===== src/rtl/trc_mon_pkg.sv =====
package trc_mon_pkg;
   typedef enum logic {
      COLLECT_ALL    = 1'b0,
      COLLECT_CHANGE = 1'b1
   } collect_mode_e;

   localparam int CTRL_ON_BIT   = 0;
   localparam int CTRL_MODE_BIT = 1;
   localparam int TSEN_BIT      = 0;
   // pattern regions in address order after the two control words
   localparam int REGION_TS_PAT  = 0;
   localparam int REGION_TS_MASK = 1;
   localparam int REGION_TR_PAT  = 2;
   localparam int REGION_TR_MASK = 3;
   localparam int NUM_REGIONS    = 4;
endpackage


===== src/rtl/trc_mon_regs.sv =====
module trc_mon_regs
   import trc_mon_pkg::*;
#(
   parameter int          REG_W     = 32,
   parameter int          ADDR_W    = 10,
   parameter int          NW        = 2,
   parameter int unsigned BASE_WORD = 'h280
) (
   input  logic                 clk,
   input  logic                 rst_n,
   input  logic                 wr_en,
   input  logic                 rd_en,
   input  logic [ADDR_W-1:0]    addr,
   input  logic [REG_W-1:0]     wdata,
   output logic [REG_W-1:0]     rdata,
   output logic                 mon_on,
   output collect_mode_e        mode,
   output logic                 ts_en,
   output logic [NW*REG_W-1:0]  ts_pat,
   output logic [NW*REG_W-1:0]  ts_mask,
   output logic [NW*REG_W-1:0]  tr_pat,
   output logic [NW*REG_W-1:0]  tr_mask
);
   localparam int              NREG   = 2 + NUM_REGIONS * NW;
   localparam logic [ADDR_W-1:0] BASE_A = ADDR_W'(BASE_WORD);

   if (BASE_WORD + NREG > 2 ** ADDR_W) begin : g_bad_map
      $error("register window does not fit the address width");
   end
   if (REG_W < 2) begin : g_bad_w
      $error("register width too small for control bits");
   end

   logic [ADDR_W-1:0] off;
   logic              in_map;
   logic [REG_W-1:0]  pat_q [NUM_REGIONS][NW];
   logic [REG_W-1:0]  rd_val;

   assign off    = addr - BASE_A;
   assign in_map = (addr >= BASE_A) && (off < ADDR_W'(NREG));

   always_ff @(posedge clk) begin
      if (!rst_n) begin
         mon_on <= 1'b0;
         mode   <= COLLECT_ALL;
         ts_en  <= 1'b0;
      end else if (wr_en && in_map) begin
         if (off == ADDR_W'(0)) begin
            mon_on <= wdata[CTRL_ON_BIT];
            mode   <= collect_mode_e'(wdata[CTRL_MODE_BIT]);
         end
         if (off == ADDR_W'(1)) ts_en <= wdata[TSEN_BIT];
      end
   end

   always_ff @(posedge clk) begin
      if (!rst_n) begin
         for (int r = 0; r < NUM_REGIONS; r++)
            for (int w = 0; w < NW; w++)
               pat_q[r][w] <= '0;
      end else if (wr_en && in_map) begin
         for (int r = 0; r < NUM_REGIONS; r++)
            for (int w = 0; w < NW; w++)
               if (off == ADDR_W'(2 + r * NW + w)) pat_q[r][w] <= wdata;
      end
   end

   for (genvar w = 0; w < NW; w++) begin : g_flat
      assign ts_pat [w*REG_W +: REG_W] = pat_q[REGION_TS_PAT][w];
      assign ts_mask[w*REG_W +: REG_W] = pat_q[REGION_TS_MASK][w];
      assign tr_pat [w*REG_W +: REG_W] = pat_q[REGION_TR_PAT][w];
      assign tr_mask[w*REG_W +: REG_W] = pat_q[REGION_TR_MASK][w];
   end

   always_comb begin
      rd_val = '0;
      if (in_map) begin
         if (off == ADDR_W'(0)) begin
            rd_val[CTRL_ON_BIT]   = mon_on;
            rd_val[CTRL_MODE_BIT] = mode;
         end
         if (off == ADDR_W'(1)) rd_val[TSEN_BIT] = ts_en;
         for (int r = 0; r < NUM_REGIONS; r++)
            for (int w = 0; w < NW; w++)
               if (off == ADDR_W'(2 + r * NW + w)) rd_val = pat_q[r][w];
      end
   end

   always_ff @(posedge clk) begin
      if (!rst_n)     rdata <= '0;
      else if (rd_en) rdata <= rd_val;
   end

   assert_unmapped_zero_R3: assert property (@(posedge clk) disable iff (!rst_n)
      (rd_en && !in_map) |=> (rdata == '0));
   assert_rdata_hold_R2: assert property (@(posedge clk) disable iff (!rst_n)
      !rd_en |=> $stable(rdata));
endmodule


===== src/rtl/trc_mon_match.sv =====
module trc_mon_match #(
   parameter int DW = 64
) (
   input  logic          clk,
   input  logic          rst_n,
   input  logic          accept,
   input  logic          gate,
   input  logic [DW-1:0] data,
   input  logic [DW-1:0] pat,
   input  logic [DW-1:0] mask,
   output logic          hit_q
);
   if (DW < 1) begin : g_bad_dw
      $error("data width must be positive");
   end

   logic [DW-1:0] diff;
   assign diff = (data ^ pat) & mask;

   always_ff @(posedge clk) begin
      if (!rst_n) hit_q <= 1'b0;
      else        hit_q <= accept && gate && (diff == '0);
   end

   assert_zero_mask_hits_R4: assert property (@(posedge clk) disable iff (!rst_n)
      (accept && gate && mask == '0) |=> hit_q);
   assert_hit_needs_sample_R5: assert property (@(posedge clk) disable iff (!rst_n)
      hit_q |-> $past(accept && gate));
endmodule


===== src/rtl/trc_mon_collect.sv =====
module trc_mon_collect
   import trc_mon_pkg::*;
#(
   parameter int DW = 64
) (
   input  logic          clk,
   input  logic          rst_n,
   input  logic          mon_on,
   input  collect_mode_e mode,
   input  logic          valid,
   input  logic [DW-1:0] data,
   output logic          fwd_valid,
   output logic [DW-1:0] fwd_data
);
   logic          have_q;
   logic [DW-1:0] prev_q;
   logic          take;
   logic          pass;

   assign take = mon_on && valid;
   assign pass = take && ((mode == COLLECT_ALL) || !have_q || (data != prev_q));

   always_ff @(posedge clk) begin
      if (!rst_n) begin
         have_q <= 1'b0;
         prev_q <= '0;
      end else if (!mon_on) begin
         have_q <= 1'b0;
      end else if (valid) begin
         have_q <= 1'b1;
         prev_q <= data;
      end
   end

   always_ff @(posedge clk) begin
      if (!rst_n) begin
         fwd_valid <= 1'b0;
         fwd_data  <= '0;
      end else begin
         fwd_valid <= pass;
         if (pass) fwd_data <= data;
      end
   end

   assert_all_mode_forwards_R8: assert property (@(posedge clk) disable iff (!rst_n)
      (mon_on && valid && mode == COLLECT_ALL) |=> (fwd_valid && fwd_data == $past(data)));
   assert_repeat_dropped_R9: assert property (@(posedge clk) disable iff (!rst_n)
      (mon_on && valid && mode == COLLECT_CHANGE && have_q && data == prev_q) |=> !fwd_valid);
endmodule


===== src/rtl/trc_pattern_monitor.sv =====
module trc_pattern_monitor
   import trc_mon_pkg::*;
#(
   parameter int          DATA_W    = 64,
   parameter int          REG_W     = 32,
   parameter int          ADDR_W    = 10,
   parameter int unsigned BASE_WORD = 'h280
) (
   input  logic              clk,
   input  logic              rst_n,
   input  logic              reg_wr,
   input  logic              reg_rd,
   input  logic [ADDR_W-1:0] reg_addr,
   input  logic [REG_W-1:0]  reg_wdata,
   output logic [REG_W-1:0]  reg_rdata,
   input  logic              smp_valid,
   input  logic [DATA_W-1:0] smp_data,
   output logic              fwd_valid,
   output logic [DATA_W-1:0] fwd_data,
   output logic              ts_req,
   output logic              trig_out
);
   localparam int NW = DATA_W / REG_W;

   if (DATA_W % REG_W != 0) begin : g_bad_split
      $error("data width must be a whole number of register words");
   end

   logic                mon_on, ts_en, accept;
   collect_mode_e       mode;
   logic [DATA_W-1:0]   ts_pat, ts_mask, tr_pat, tr_mask;

   assign accept = mon_on && smp_valid;

   trc_mon_regs #(.REG_W(REG_W), .ADDR_W(ADDR_W), .NW(NW), .BASE_WORD(BASE_WORD)) u_regs (
      .clk(clk), .rst_n(rst_n), .wr_en(reg_wr), .rd_en(reg_rd), .addr(reg_addr),
      .wdata(reg_wdata), .rdata(reg_rdata), .mon_on(mon_on), .mode(mode), .ts_en(ts_en),
      .ts_pat(ts_pat), .ts_mask(ts_mask), .tr_pat(tr_pat), .tr_mask(tr_mask));

   trc_mon_match #(.DW(DATA_W)) u_ts_match (
      .clk(clk), .rst_n(rst_n), .accept(accept), .gate(ts_en), .data(smp_data),
      .pat(ts_pat), .mask(ts_mask), .hit_q(ts_req));

   trc_mon_match #(.DW(DATA_W)) u_tr_match (
      .clk(clk), .rst_n(rst_n), .accept(accept), .gate(1'b1), .data(smp_data),
      .pat(tr_pat), .mask(tr_mask), .hit_q(trig_out));

   trc_mon_collect #(.DW(DATA_W)) u_collect (
      .clk(clk), .rst_n(rst_n), .mon_on(mon_on), .mode(mode), .valid(smp_valid),
      .data(smp_data), .fwd_valid(fwd_valid), .fwd_data(fwd_data));

   assert_ts_needs_enable_R6: assert property (@(posedge clk) disable iff (!rst_n)
      ts_req |-> $past(ts_en && smp_valid));
   assert_quiet_when_off_R7: assert property (@(posedge clk) disable iff (!rst_n)
      !$past(mon_on) |-> (!ts_req && !trig_out && !fwd_valid));
endmodule


===== config.mk =====
export PLATFORM = sky130hd
export DESIGN_NAME = trc_pattern_monitor
export DESIGN_NICKNAME = d
export VERILOG_FILES = /design/src/rtl/trc_mon_pkg.sv /design/src/rtl/trc_mon_regs.sv /design/src/rtl/trc_mon_match.sv /design/src/rtl/trc_mon_collect.sv /design/src/rtl/trc_pattern_monitor.sv
export SDC_FILE = /design/constraint.sdc
export NUM_CORES = 1
export LEC_CHECK = 0
export ABC_AREA = 1
export BUFFER_PORTS_ARGS = -buffer_cell sky130_fd_sc_hd__buf_2
export CAP_MARGIN = 30
export CORE_MARGIN = 8
export CORE_UTILIZATION = 32
export CTS_CLUSTER_SIZE = 12
export DETAILED_ROUTE_END_ITERATION = 10
export HOLD_SLACK_MARGIN = 0.12
export PLACE_DENSITY = 0.59
export REMOVE_ABC_BUFFERS = 1
export SYNTH_ARGS = -nofsm -noshare
export SYNTH_HDL_FRONTEND = slang
export SYNTH_SLANG_ARGS = --single-unit

===== constraint.sdc =====
create_clock -name clk -period 4.22 [get_ports clk]
set_input_delay 0.422 -clock clk [delete_from_list [all_inputs] [get_ports clk]]
set_output_delay 0.422 -clock clk [all_outputs]
set_load 0.01 [all_outputs]

**Word level (Yosys, flattened, before mapping)**

Memories as Yosys holds them, arrays and structs flattened.
Cells that the tools add are included.

- Bits of input ports: 111
- Bits in read-only memories: 0
- Output and inout bits: 99
- Bits in latches: 0
- Logic and storage cells: 106
- RAM bits: 256
- Memories: 1
- Register bits after elaboration: 167

Memory list:

| memory | words | width | rd ports | clocked after Yosys merged registers in | wr ports | RTL line | text |
|---|---|---|---|---|---|---|---|
| u_regs.pat_q | 4 | 64 | 4 | 0 | 4 | trc_mon_regs.sv:36 | `logic [REG_W-1:0] pat_q [NUM_REGIONS][NW];` |

- Reductions and logical operators: 17
- Shifts and indexed selects: 0
- Add/subtract/negate cells: 1
- $mul: 0
- Bitwise logic cells: 13
- Multiplexer cells: 52
- Divide/modulo/power cells: 0
- Equality and inequality tests: 10
- $lt $le $gt $ge: 2

Operators with widths:

| cell | number |
|---|---|
| 2-to-1 mux 32 bit | 17 |
| bitwise AND 64 bit | 2 |
| zero test 64 bit | 2 |
| bitwise XOR 64 bit | 2 |
| != test 64 bit | 1 |
| equality test 10 x 3 -> 1 bit (second input constant) | 4 |
| 2-to-1 mux 1 bit | 34 |
| equality test 10 x 2 -> 1 bit (second input constant) | 2 |
| equality test 10 x 4 -> 1 bit (second input constant) | 2 |
| equality test 10 x 1 -> 1 bit (second input constant) | 1 |
| >= comparator 10 bit (second input constant) | 1 |
| zero test 10 bit | 1 |
| less-than comparator 10 x 4 -> 1 bit (second input constant) | 1 |
| subtractor 10 bit (second input constant) | 1 |
| OR 1 bit | 8 |
| AND reduction 2 bit | 4 |
| logical AND 1 bit | 7 |
| logical OR 1 bit | 2 |
| 2-to-1 mux 2 bit | 1 |
| zero test 1 bit | 1 |
| NOT 1 bit | 1 |

**Longest topological paths before layout**

Gate-level depths: netlist (run 1).

- Depth in word-level cells: 13
- Gate-level depth with buffers: 17
- Depth with buffers taken out: 15

**Hierarchy**

From an unflattened synthesis (run 1), not the netlist that was laid out.

- Cells, all modules: 2712
- Area, all modules: 21047.7 um2

By module, submodules not included:

| module | seq. area each (um2) | instances | area an instance (um2) | cells an instance |
|---|---|---|---|---|
| trc_mon_regs | 8388.0 | 1 | 12184.2 | 1153 |
| trc_mon_collect | 2602.5 | 1 | 6094.6 | 918 |
| trc_mon_match | 20.0 | 2 | 1378.8 | 319 |
| trc_pattern_monitor | 0.0 | 1 | 11.3 | 3 |

**Least setup slack after synthesis (run 1)**

No wires, ideal clock.

- Path type: input port to flip-flop
- From: input port reg_addr[7]
- To: memory u_regs.pat_q[3][32] (netlist name) (enable)
- Arrival time: 3.894 ns
- Library setup time: 0.466 ns
- Data required time: 3.754 ns
- Slack: -0.139 ns
- Stages on the path: 11
- Buffers on the path: 2
- Cell sequence: inv_2 -> ha_1 -> nand2_1 -> nand2_2 -> nor2_4 -> inv_4 -> nor2_2 -> nand2_1 -> buf_2 -> buf_2 -> o21ai_0

RTL lines:

| element | RTL line | text |
|---|---|---|
| start: declaration | trc_pattern_monitor.sv:13 | `input logic [ADDR_W-1:0] reg_addr,` |
| end: declaration | trc_mon_regs.sv:36 |  |

**Worst setup path after layout (run 1)**

- From: input port smp_data[28]
- To: register u_collect.fwd_data[25]

- Word-level cells in the longest chain between the ends: 3

Ends and longest elaborated chain:

| element | RTL line | text |
|---|---|---|
| start: declaration | trc_pattern_monitor.sv:17 | `input logic [DATA_W-1:0] smp_data,` |
| != test 64 bit | trc_mon_collect.sv:21 | `assign pass = take && ((mode == COLLECT_ALL) \|\| !have_q \|\| (data != prev_q));` |
| logical OR 1 bit | trc_mon_collect.sv:21 |  |
| logical AND 1 bit | trc_mon_collect.sv:21 |  |
| end signal: assignment | trc_mon_collect.sv:41 | `if (pass) fwd_data <= data;` |
| end: declaration | trc_mon_collect.sv:13 | `output logic [DW-1:0] fwd_data` |

Every way passes these cells.
A chain may end at the register's enable or synchronous reset.

==> metrics, run 1 <==
outcome finished, final reports clean; largest net degree at the start of global routing 141; top-count cell post-synth nand2_1; Max Freq 0.377 GHz; routability cong. 0.931; Clock Sinks 423; Leak Pwr 10.9 nW; Mapped Cells 2616; vias 18640; CP max FO 33; final WL 79.7 mm; placed cells 3605; CTS tree built; clock latency on the worst-skew pair 600 ps; Final Setup Violations 0; placement-stage cell area 22800 um^2; minimum clock period 2650 ps; total I/O pin count 210; H-Tree Depth 2; Synth Warn # 0; Hold Slack 160 ps; CTS buffer count 48; Post-CTS Setup Bufs 0; Hold Path Class in2reg; Clk pin slew, worst setup/hold paths 60 ps; critical path type in2reg; clk_skew 27.9 ps; Post-synth top cells 626 x nand2_1, 393 x nor2_1, 293 x inv_1; r2r setup slk 1650 ps; Die Area 73100 um^2; die height 270 um; Post-synth EDFFs 256; #FFs+latches synth 423; Slew Limit Fails 0; cell accounting for the most synthesized area edfxtp_1; Worst Max-Slew Pin Slew 891 ps; cell area after synthesis 20700 um^2; Initial Util 32.2%; Setup crit start kind input pin; DRC Markers 0; DR WL/cell 21.5 um; slew margin rel. 40.6%; fin cells 3700; IO buf count 209; period utilisation layout 62.9%; Overflow after GRT 0; worst slack at placement 1160 ps; RSZ-0062 raised after global routing no; Synth async-reset ratio 0%; Cell Pwr Density 386 nW/um^2; final hold viol count 0; # nets final 2916; num rows 93; initial antenna violation count 4; gr usage total 21.0%; Area Growth Syn to Fin 18.0%; vias in the first global route 17634; Die W 270 um; MaxCap Viol Count 0; fin area 24400 um^2; top cells by area, synth edfxtp_1 37%, dfxtp_1 16%, nand2_1 11%; vias per cell 5.04; sequential fraction of the synthesis area 53.3%; crit end category flop; # fillers 6671; Max Root-Sink Buffers 3; CTS root buf clkbuf_16; required time of the worst setup path 4740 ps; Yosys cell types 44; Starting DRT DRC Count 2008; Synth Flop Type edfxtp_1; Worst EP arrival 3180 ps; Antenna Nets Post-Route 0; syn avg cell area 7.91 um^2; post-route setup slack 1570 ps; Final HPWL DP 57.2 mm; drt pass-1 iters 7; core footprint 64200 um^2; global-route wire length before repair 117 mm; fraction of synthesized cell area taken by the top area cell type 37.1%; Peak VDD IR 0.000230 V; share of post-route cells with drive strength above 1 13.7%
-- stage by stage --
step | setup TNS, ps | util [%] | power (mW)
after floorplan | -189320 | - | 4.94
after global placement | 0 | 35.5 | 5.34
after detailed placement | 0 | 35.5 | 5.34
after CTS | 0 | 38.0 | 9.49
after global routing | 0 | 38.0 | 9.73
final | 0 | 38.0 | 9.44
-- cell families (layout without fill, tap and decap cells) --
kind of cell / count (synthesis) / after routing / share of synthesized area, %
simple gates: 1308 / 1308 / 26.1
buf+inv: 425 / 652 / 8.11
flops: 423 / 423 / 53.3
compound gates: 416 / 416 / 10.6
xor+xnor: 43 / 43 / 1.82
fa+ha+maj: 1 / 1 / 0.0604
other cells: 0 / 2 / 0
-- critical path, cell delays in order --
cell	delay, ps
dlygate4sd3_1	530
buf_2	150
inv_1	150
nand2_1	70
nand2_1	150
nor2_1	70
nand2_1	70
nor2_1	50
nand2_1	50
nor2_1	60
nand3_2	60
buf_4	330
nand2_1	90
inv_1	290
buf_4	400
nand2_1	90
nand2_1	70
-- worst paths after layout --
| kind | depth (start not counted) | endpoint | from |
|---|---|---|---|
| min | 3 | u_collect.fwd_data[58] | smp_data[58] |
| min reg2reg | 2 | u_collect.fwd_data[27] | u_collect.fwd_data[27] |
| max reg2reg | 6 | u_collect.fwd_data[63] | u_regs.mon_on |
| max | 17 | u_collect.fwd_data[25] | smp_data[28] |
-- sequential cells by signal (all words and copies together), names as in the netlist --
name                 flops
u_tr_match.hit_q         1
u_regs.pat_q           256
u_collect.prev_q        64
u_ts_match.hit_q         1
u_regs.mon_on            1
u_regs.rdata            32
u_regs.ts_en             1
u_collect.have_q         1
u_regs.mode              1
u_collect.fwd_data      64
u_collect.fwd_valid      1
-- layer usage --
metal	global-route usage (%)	vias to the layer above	part of all wire (%)
met5	0	-	0
met3	4.19	148	9.0
met2	33.3	874	45
met1	28.0	8692	42
li1	-	8926	-
met4	8.16	0	3.9
-- report_power, final --
group | switching [mW] | total [mW] | internal, mW
sequential | 0.0823 | 4.58 | 4.50
combinational | 0.504 | 0.684 | 0.180
clock | 1.77 | 4.17 | 2.40
-- cells in the final DEF, fill, tap and decap left out, drive strengths merged, types with 4 or more instances in the layout --
cell type    synthesis  final
xor2                17     17
nand3              212    212
buf                 56    257
dlygate4sd3          0      4
clkbuf              67     77
nand2              629    629
inv                301    306
a211oi               4      4
nor2               403    403
a21o                 5      5
nor3                 8      8
nor4                12     12
edfxtp             256    256
nand4               26     26
clkinv               1      8
o21ai              226    226
a21oi              138    138
o22ai               31     31
or2                 17     17
dfxtp              167    167
xnor2               26     26
-- what timing repair did --
| action | in CTS | in global routing |
|---|---|---|
| hold endpoints to repair | 4 | 0 |
| endpoints found under the setup margin | 0 | 0 |
| gates resized for setup | 0 | 0 |
| hold buffers | 4 | 0 |
-- layout make-up --
| cell class | instances | area (um^2) | share of cell area [%] |
|---|---|---|---|
| multi-input cells | 1768 | 8100 | 33.2 |
| inverters | 302 | 1140 | 4.66 |
| diodes | 2 | 5.00 | 0.0205 |
| clock inverters | 12 | 97.6 | 0.400 |
| repair buffers | 261 | 1510 | 6.19 |
| clock buffers | 77 | 1470 | 6.02 |
| well taps | 855 | 1070 | 4.38 |
| flip-flops and latches | 423 | 11000 | 45.2 |
Power figures use the tool's default switching activity.
==> run 2, diff against run 1 <==
- ABC_AREA: 1 -> 0
- PLACE_DENSITY: 0.59 -> 0.57
- clock period: 4.22 -> 2.6 ns (I/O delays scaled with it)
==> run 2 against run 1 <==
Clock skew down 4.4 ps. Sequential share of layout area down 2.4 points. Routed wire length up 1.9%. Largest power group unchanged. Highest routed layer is now met5.
==> metrics, run 2 <==
outcome finished, final reports clean; core footprint 65400 um^2; Area Growth Syn to Fin 22.7%; Final HPWL DP 55.5 mm; vias per cell 5.62; required time of the worst setup path 3050 ps; commonest non-fill, non-tap cells in the layout 256 x edfxtp_1, 207 x buf_2, 206 x nand4_1; H-Tree Depth 2; top cells by area, synth edfxtp_1 37%, dfxtp_1 16%, xor2_1 7.1%; MaxCap Viol Count 0; DR WL/cell 26.3 um; largest registers u_regs.pat_q: 256 flops, u_collect.fwd_data: 64 flops, u_collect.prev_q: 64 flops; num rows 94; Setup crit start kind input pin; final WL 81.2 mm; clk_skew 23.6 ps; Antenna Nets Post-Route 0; Starting DRT DRC Count 1922; Overflow after GRT 0; period utilisation layout 96.8%; total I/O pin count 210; Worst EP arrival 2960 ps; area of the multi-input gates 9130 um^2; Initial Util 32.1%; syn avg cell area 10.8 um^2; Synth async-reset ratio 0%; Hold Path Class in2reg; Hold Slack 144 ps; Peak VDD IR 0.000410 V; final hold viol count 0; Synth Flop Type edfxtp_1; Clk pin slew, worst setup/hold paths 60 ps; number of flip-flops under the largest register name 256; global-route wire length before repair 117 mm; Post-synth top cells 256 x edfxtp_1, 206 x nand4_1, 171 x xor2_1; CTS root buf clkbuf_16; Final Setup Violations 0; Slew Limit Fails 0; Post-CTS Setup Bufs 0; sequential fraction of the synthesis area 52.5%; IO buf count 209; slew margin rel. 28.4%; Max Freq 0.397 GHz; RSZ-0062 raised after global routing no; DRC Markers 0; share of post-route cells with drive strength above 1 19.5%; CTS tree built; Max Root-Sink Buffers 3; CP max FO 31; Die Area 74100 um^2; Synth Warn # 0; vias in the first global route 17057; critical path type in2reg; Worst Max-Slew Pin Slew 1070 ps; Setup crit start smp_data[2]; # fillers 6409; Die W 272 um; drt pass-1 iters 6; #FFs+latches synth 423; fraction of synthesized cell area taken by the top area cell type 36.6%; hold_sp smp_data[55]; commonest non-fill, non-tap cell in the layout edfxtp_1; minimum clock period 2520 ps; Mapped Cells 1949; clock latency on the worst-skew pair 600 ps; routability cong. 0.899; cell accounting for the most synthesized area edfxtp_1; FF+latch area 11000 um^2; die height 272 um; vias 17338; gr usage total 21.0%; worst reg2reg path startpoint u_collect.prev_q[28]; Clock Sinks 423; cell area after synthesis 21000 um^2; setup TNS 0 ps; Yosys cell types 56; CTS buffer count 46; initial antenna violation count 3; # nets final 2294; Top reg by flops u_regs.pat_q; Leak Pwr 9.38 nW; Cell Pwr Density 595 nW/um^2; Post-synth EDFFs 256; largest net degree at the start of global routing 187; top-count cell post-synth edfxtp_1; crit end category flop
## run 2: cell count changes after synthesis, sizes merged, moves of 162 or more
cell / delta
nand4: +180
nand2: -489
inv: -286
and2: +163
o21ai: -162
nor2: -362
## run 2: per-stage QoR
stage | cells | utilization [%] | area [um^2] | total power, mW | setup slack, ps
after global placement | 2905 | 35.7 | 23400 | 8.82 | -114
after detailed placement | 2905 | 35.7 | 23400 | 8.84 | -154
after CTS | 3083 | 39.4 | 25800 | 15.4 | 49.0
after floorplan | 1736 | - | 20100 | 8.03 | -2680
after global routing | 3084 | 39.4 | 25800 | 15.8 | 12.9
final | 3085 | 39.4 | 25800 | 15.3 | 83.1
## run 2: critical path, cell delays in order
cell and delay [ps]:
dlygate4sd3_1 530, buf_2 190, xor2_1 180, nor4_1 280, buf_4 170, nand4_1 330
nor4_4 330, buf_4 240, buf_12 180, nand4b_1 130, nand4_1 120
## run 2: final cells by class
type	count	area share, %
sequential	423	42.8
timing repair buffer	398	11.7
multi-input combinational	1298	35.4
tap	864	4.19
inverter	15	0.218
antenna	2	0.0194
clock inverter	20	0.762
clock buffer	65	4.91
## run 2: layer usage
metal	vias up	routed length [um]	track usage, %
met1	8694	33600	27.6
met2	773	38300	34.1
met4	4	2750	7.64
met5	-	26	0
li1	7732	-	-
met3	135	6520	4.31
## run 2: final timing paths
kind                                 to  slack, ps  depth (start not counted)
hold reg to reg     u_collect.prev_q[6]        460                          2
setup reg to reg  u_collect.fwd_data[7]        120                          9
setup / recovery  u_collect.fwd_data[7]         80                         11
hold / removal     u_collect.prev_q[55]        140                          4
## run 2: cell families (layout without fill, tap and decap cells)
logic type	Yosys count	in the layout	share of synthesized area, %
buffers and inverters	228	498	4.67
adder cells (fa/ha/maj)	1	1	0.0595
AND/OR/NAND/NOR	744	744	20.6
AO/OA/AOI/OAI	312	312	9.87
other	0	2	0
XOR/XNOR	174	174	7.25
flip-flops	423	423	52.5
multiplexers	67	67	5.05
## run 2: timing repair
item / CTS / global route
resized for setup: 0 / 1
setup endpoints to repair: 0 / 56
hold endpoints to repair: 346 / 0
hold buffers: 93 / 0
## run 2: power breakdown
part	switching, mW	internal (mW)
clock network	2.80	3.70
logic	0.814	0.534
registers	0.182	7.30
